--- config.mk ---
export PLATFORM = sky130hd
export DESIGN_NAME = sck_rate_gen
export DESIGN_NICKNAME = d
export VERILOG_FILES = /design/src/rtl/sck_div_pkg.sv /design/src/rtl/sck_reset_sync.sv /design/src/rtl/sck_ratio_select.sv /design/src/rtl/sck_phase_counter.sv /design/src/rtl/sck_edge_gen.sv /design/src/rtl/sck_rate_gen.sv
export SDC_FILE = /design/constraint.sdc
export NUM_CORES = 1
export LEC_CHECK = 0
export ABC_AREA = 1
export BUFFER_PORTS_ARGS = -buffer_cell sky130_fd_sc_hd__clkbuf_2
export CELL_PAD_IN_SITES_DETAIL_PLACEMENT = 0
export CELL_PAD_IN_SITES_GLOBAL_PLACEMENT = 1
export CORE_UTILIZATION = 43
export CTS_BUF_LIST = sky130_fd_sc_hd__clkbuf_8
export DETAILED_ROUTE_END_ITERATION = 6
export PLACE_DENSITY_LB_ADDON = 0.1
export SYNTH_ARGS = -nofsm -noshare
export SYNTH_HDL_FRONTEND = slang
export SYNTH_SLANG_ARGS = --single-unit
--- constraint.sdc ---
create_clock -name clk -period 1.27 [get_ports clk]
set_input_delay 0.254 -clock clk [delete_from_list [all_inputs] [get_ports clk]]
set_output_delay 0.254 -clock clk [all_outputs]
set_load 0.03 [all_outputs]
--- src/rtl/sck_div_pkg.sv ---
package sck_div_pkg;
  localparam int PRE_W   = 2;
  localparam int SCL_W   = 4;
  localparam int PRE_MAX = 7;
  localparam int SCL_MAX = 2 ** (2 ** SCL_W - 1);
  localparam int DIV_W   = $clog2(PRE_MAX * SCL_MAX + 1);

  typedef logic [DIV_W-1:0] div_t;

  // Prime prescale factor for each 2-bit code.
  function automatic div_t pre_factor(input logic [PRE_W-1:0] code);
    div_t f;
    unique case (code)
      2'd0:    f = div_t'(2);
      2'd1:    f = div_t'(3);
      2'd2:    f = div_t'(5);
      default: f = div_t'(7);
    endcase
    return f;
  endfunction

  // Scale factor: linear 2..8 for the low codes, then 2^code.
  function automatic div_t scl_factor(input logic [SCL_W-1:0] code);
    div_t f;
    if (code < SCL_W'(4)) f = div_t'({code, 1'b0}) + div_t'(2);
    else                  f = div_t'(1) << code;
    return f;
  endfunction
endpackage

--- src/rtl/sck_reset_sync.sv ---
module sck_reset_sync (
  input  logic clk,
  input  logic rst_n_in,
  output logic rst_n_out
);
  logic [1:0] sync_q;

  always_ff @(posedge clk or negedge rst_n_in) begin
    if (!rst_n_in) sync_q <= 2'b00;
    else           sync_q <= {sync_q[0], 1'b1};
  end

  assign rst_n_out = sync_q[1];
endmodule

--- src/rtl/sck_ratio_select.sv ---
module sck_ratio_select
  import sck_div_pkg::*;
(
  input  logic             clk,
  input  logic             rst_n,
  input  logic             enable,
  input  logic             at_start,
  input  logic [PRE_W-1:0] pre_code,
  input  logic [SCL_W-1:0] scl_code,
  output div_t             period,
  output div_t             active_len
);
  div_t req_period;
  div_t held_q;
  div_t held_d;

  // Requested period comes straight from the codes; it is used only at a
  // period start and held for the rest of that period.
  always_comb begin
    req_period = pre_factor(pre_code) * scl_factor(scl_code);
    period     = at_start ? req_period : held_q;
    active_len = (period + div_t'(1)) >> 1;
  end

  always_comb begin
    held_d = held_q;
    if (enable) held_d = period;
  end

  always_ff @(posedge clk or negedge rst_n) begin
    if (!rst_n) held_q <= '0;
    else        held_q <= held_d;
  end
endmodule

--- src/rtl/sck_phase_counter.sv ---
module sck_phase_counter
  import sck_div_pkg::*;
(
  input  logic clk,
  input  logic rst_n,
  input  logic enable,
  input  div_t period,
  output div_t cnt,
  output logic at_start,
  output logic at_last
);
  div_t cnt_q;
  div_t cnt_d;

  always_comb begin
    at_start = (cnt_q == '0);
    at_last  = (cnt_q == period - div_t'(1));
  end

  always_comb begin
    if (!enable)      cnt_d = '0;
    else if (at_last) cnt_d = '0;
    else              cnt_d = cnt_q + div_t'(1);
  end

  always_ff @(posedge clk or negedge rst_n) begin
    if (!rst_n) cnt_q <= '0;
    else        cnt_q <= cnt_d;
  end

  assign cnt = cnt_q;
endmodule

--- src/rtl/sck_edge_gen.sv ---
module sck_edge_gen
  import sck_div_pkg::*;
(
  input  logic clk,
  input  logic rst_n,
  input  logic enable,
  input  div_t cnt,
  input  logic at_start,
  input  logic at_last,
  input  div_t active_len,
  output logic active,
  output logic half_tick,
  output logic full_tick
);
  logic act_q, act_d;
  logic half_q, half_d;
  logic full_q, full_d;

  always_comb begin
    act_d  = enable && (cnt < active_len);
    half_d = enable && (at_start || (cnt == active_len));
    full_d = enable && at_last;
  end

  always_ff @(posedge clk or negedge rst_n) begin
    if (!rst_n) begin
      act_q  <= 1'b0;
      half_q <= 1'b0;
      full_q <= 1'b0;
    end else begin
      act_q  <= act_d;
      half_q <= half_d;
      full_q <= full_d;
    end
  end

  assign active    = act_q;
  assign half_tick = half_q;
  assign full_tick = full_q;
endmodule

--- src/rtl/sck_rate_gen.sv ---
module sck_rate_gen
  import sck_div_pkg::*;
(
  input  logic             clk,
  input  logic             rst_n,
  input  logic             enable,
  input  logic [PRE_W-1:0] pre_code,
  input  logic [SCL_W-1:0] scl_code,
  input  logic             cpol,
  output logic             half_tick,
  output logic             full_tick,
  output logic             sck
);
  logic rst_n_int;
  logic at_start;
  logic at_last;
  logic active;
  div_t period;
  div_t active_len;
  div_t cnt;

  sck_reset_sync u_rst (
    .clk       (clk),
    .rst_n_in  (rst_n),
    .rst_n_out (rst_n_int)
  );

  sck_ratio_select u_ratio (
    .clk        (clk),
    .rst_n      (rst_n_int),
    .enable     (enable),
    .at_start   (at_start),
    .pre_code   (pre_code),
    .scl_code   (scl_code),
    .period     (period),
    .active_len (active_len)
  );

  sck_phase_counter u_cnt (
    .clk      (clk),
    .rst_n    (rst_n_int),
    .enable   (enable),
    .period   (period),
    .cnt      (cnt),
    .at_start (at_start),
    .at_last  (at_last)
  );

  sck_edge_gen u_edge (
    .clk        (clk),
    .rst_n      (rst_n_int),
    .enable     (enable),
    .cnt        (cnt),
    .at_start   (at_start),
    .at_last    (at_last),
    .active_len (active_len),
    .active     (active),
    .half_tick  (half_tick),
    .full_tick  (full_tick)
  );

  // Polarity only flips the presented level; the phase logic is polarity-free.
  assign sck = cpol ^ active;
endmodule

==> results.json <==
{
  "status": "finished, violations left",
  "violations": "setup timing",
  "synthSimpleGateAreaFrac_pct": 46.3,
  "synth_compound_area_share_pct": 4.28,
  "cts-root-buf": "clkbuf_8",
  "syn_inst": 879,
  "yosys.area.top_type": "dfrtp_1",
  "max_stage_delay_ns": 0.50,
  "core_um2": 12800,
  "syn_avg_cell_area_um2": 6.52,
  "yosysWarnings": 0,
  "setup_ws_ns": -2.93,
  "initial_core_util_pct": 44.7,
  "setup_viol": 40,
  "finalCriticalPeriod_ns": 4.20,
  "post_dp_cell_area_um2": 7840,
  "grt_pass1_wl_mm": 29.5,
  "min_period_over_period_pct": 330,
  "fillers": 1052,
  "drt-total-wl_mm": 18.1,
  "r2r_cells": 21,
  "synth_xor_area_share_pct": 5.81,
  "path_delay_family": "adder cells",
  "criticalPathCategory": "input port to flop",
  "grt_setup_unrepaired": "yes",
  "clockBufferDepth": 2,
  "fin_nets": 1207,
  "drive_gt1_share_pct": 48.6,
  "die_h_um": 117,
  "worst_ep_arrival_time_ns": 4.42,
  "antenna_cells": 0,
  "placedCellCount": 1262,
  "grt_start_max_net_pins": 40,
  "numCtsBuffers": 5,
  "yosys.area.top_type_share_pct": 17.9,
  "start_kind": "input port",
  "ys_types": 38,
  "fp.dieW_um": 117,
  "critPathBufInv": 7,
  "syn-cell-area_um2": 5730,
  "synth_top_family_by_area": "simple AND/OR/NAND/NOR gates",
  "multi_input_area_um2": 5060,
  "muxShareOfSynthArea_pct": 0,
  "synth.most_common_cell": "nand2_1",
  "synth_area_leaders": "dfrtp_1, nand2_1, ha_1",
  "synth_adder_area_share_pct": 14.8,
  "synth_edf_count": 0,
  "overflow": 0,
  "routedWlPerCell_um": 13.8,
  "cp_common_cell": "buf_4",
  "cp_max_fo": 4,
  "synthFlopType": "dfrtp_1",
  "design_area_um2": 9180,
  "grt_pass1_vias": 6439,
  "holdCritPathClass": "input port to asynchronous set/reset pin",
  "ant_nets": 0,
  "hpwl_mm": 13.9,
  "cts_sinks": 41,
  "total_power_mw": 6.88,
  "synth-seq-cells": 41,
  "finClkSkew_ns": 0.0135,
  "drc": 0,
  "synth_common_cells": "nand2_1, inv_1, nand3_1, nor2_1, ha_1",
  "cts_tree": "built",
  "h-tree-depth": 2,
  "drt_iter0_markers": 249,
  "clk_pin_slew_worst_paths_ns": 0.10,
  "fin_cells": 1311,
  "fmax_mhz": 238,
  "port-buffer-count": 12,
  "worstSkewPairLatency_ns": 0.32,
  "powerDensity_nw_per_um2": 749,
  "firstDrtPassIters": 5,
  "syn_to_final_growth_pct": 60.1,
  "r2r-start": "u_cnt.cnt[15]$_DFF_PN0_",
  "leakagePower_nw": 4.71,
  "maxCapViolations": 0,
  "slowest_stage": "fa_1",
  "place.gp.congestion": 0.892,
  "worstPathRequired_ns": 1.50,
  "pin_count": 13,
  "ys_seq_area_share_pct": 17.9,
  "final_core_util_pct": 71.6,
  "ir_drop_mv": 0.730,
  "via_per_inst": 4.94,
  "hold_viol_final": 0,
  "fp.dieArea_um2": 13800,
  "row_count": 41,
  "vias": 6476,
  "rrSetupSlack_ns": -2.31,
  "endpoint_kind": "flop",
  "antenna_found_initial": 0,
  "grt_usage_pct": 26.2,
  "ff_latch_area_um2": 1030,
  "synth-async-reset-ratio_pct": 100,
  "reg2reg_to": "u_edge.half_tick$_DFF_PN0_",
  "final_max_slew_viol_count": 0,
  "place_ws_ns": -3.37
}
-- report_power, final --
part / total (mW) / switching (mW) / internal (mW)
logic: 4.23 / 2.29 / 1.94
clock network: 1.16 / 0.569 / 0.590
registers: 1.49 / 0.0693 / 1.42
-- per-layer routing --
metal / up-vias / global-route usage [%] / wire length, µm
met5: - / 0 / 0
met4: 0 / 6.97 / 432
met3: 32 / 3.15 / 549
met2: 103 / 44.3 / 8620
met1: 3070 / 35.3 / 8470
li1: 3271 / - / -
-- sequential cells by signal, indices dropped and copies added (netlist names) --
register / count
u_ratio.held_q: 18
u_edge.half_tick: 1
u_cnt.cnt: 18
u_edge.active: 1
u_edge.full_tick: 1
u_rst.sync_q: 2
-- what timing repair did --
action / in CTS / in global routing
setup endpoints to repair: 40 / 40
endpoints found under the hold margin: 2 / 0
pin swaps: 32 / 66
hold buffers: 1 / 0
cloned: 1 / 1
gates resized for setup: 73 / 160
setup buffers: 18 / 23
-- area by class of cell --
type	instances	share of cell area (%)
flip-flops and latches	41	11.2
repair buffers	263	24.0
clock buffers	5	0.750
well taps	172	2.35
multi-input cells	686	55.2
clock inverters	3	0.504
inverters	141	6.03
-- logic make-up after synthesis --
| kind of cell | after synthesis |
|---|---|
| flops | 41 |
| other cells | 2 |
| compound gates | 45 |
| xor+xnor | 38 |
| buf+inv | 153 |
| fa+ha+maj | 59 |
| simple gates | 541 |
-- cells in the final DEF (no fill, tap or decap), types with 16 or more instances in the layout --
cell / netlist / routed
xor2_1: 35 / 34
nor2_2: 12 / 26
inv_1: 132 / 104
ha_4: 0 / 17
nand3_2: 7 / 25
dfrtp_1: 41 / 37
nand2_2: 15 / 61
nor2_1: 76 / 44
ha_1: 44 / 26
nand3_1: 76 / 52
nand2_4: 10 / 24
buf_6: 3 / 25
inv_2: 8 / 28
nor2_4: 21 / 39
nand4_1: 16 / 16
buf_4: 0 / 217
nand2_1: 272 / 211
-- worst max path at each step --
stage	startpoint	to	slack, ns	depth (start not counted)
floorplan	scl_code[0]	u_edge.active$_DFF_PN0_	-2.88	23
global placement	scl_code[0]	u_edge.active$_DFF_PN0_	-3.27	25
detailed placement	scl_code[0]	u_edge.half_tick$_DFF_PN0_	-3.37	24
CTS	scl_code[0]	u_edge.half_tick$_DFF_PN0_	-2.86	23
global route	scl_code[0]	u_edge.active$_DFF_PN0_	-3.10	24
finish	scl_code[0]	u_edge.half_tick$_DFF_PN0_	-2.93	25
-- metrics by stage --
stage	TNS, ns	hold slack (ns)
2_1_floorplan	-65.29	-0.0416
3_3_place_gp	-89.69	0.0392
3_5_place_dp	-92.14	0.0401
4_1_cts	-75.36	0.227
5_1_grt	-83.47	0.244
6_report	-76.65	0.235
Note: power is estimated with default switching activity, not from simulation.
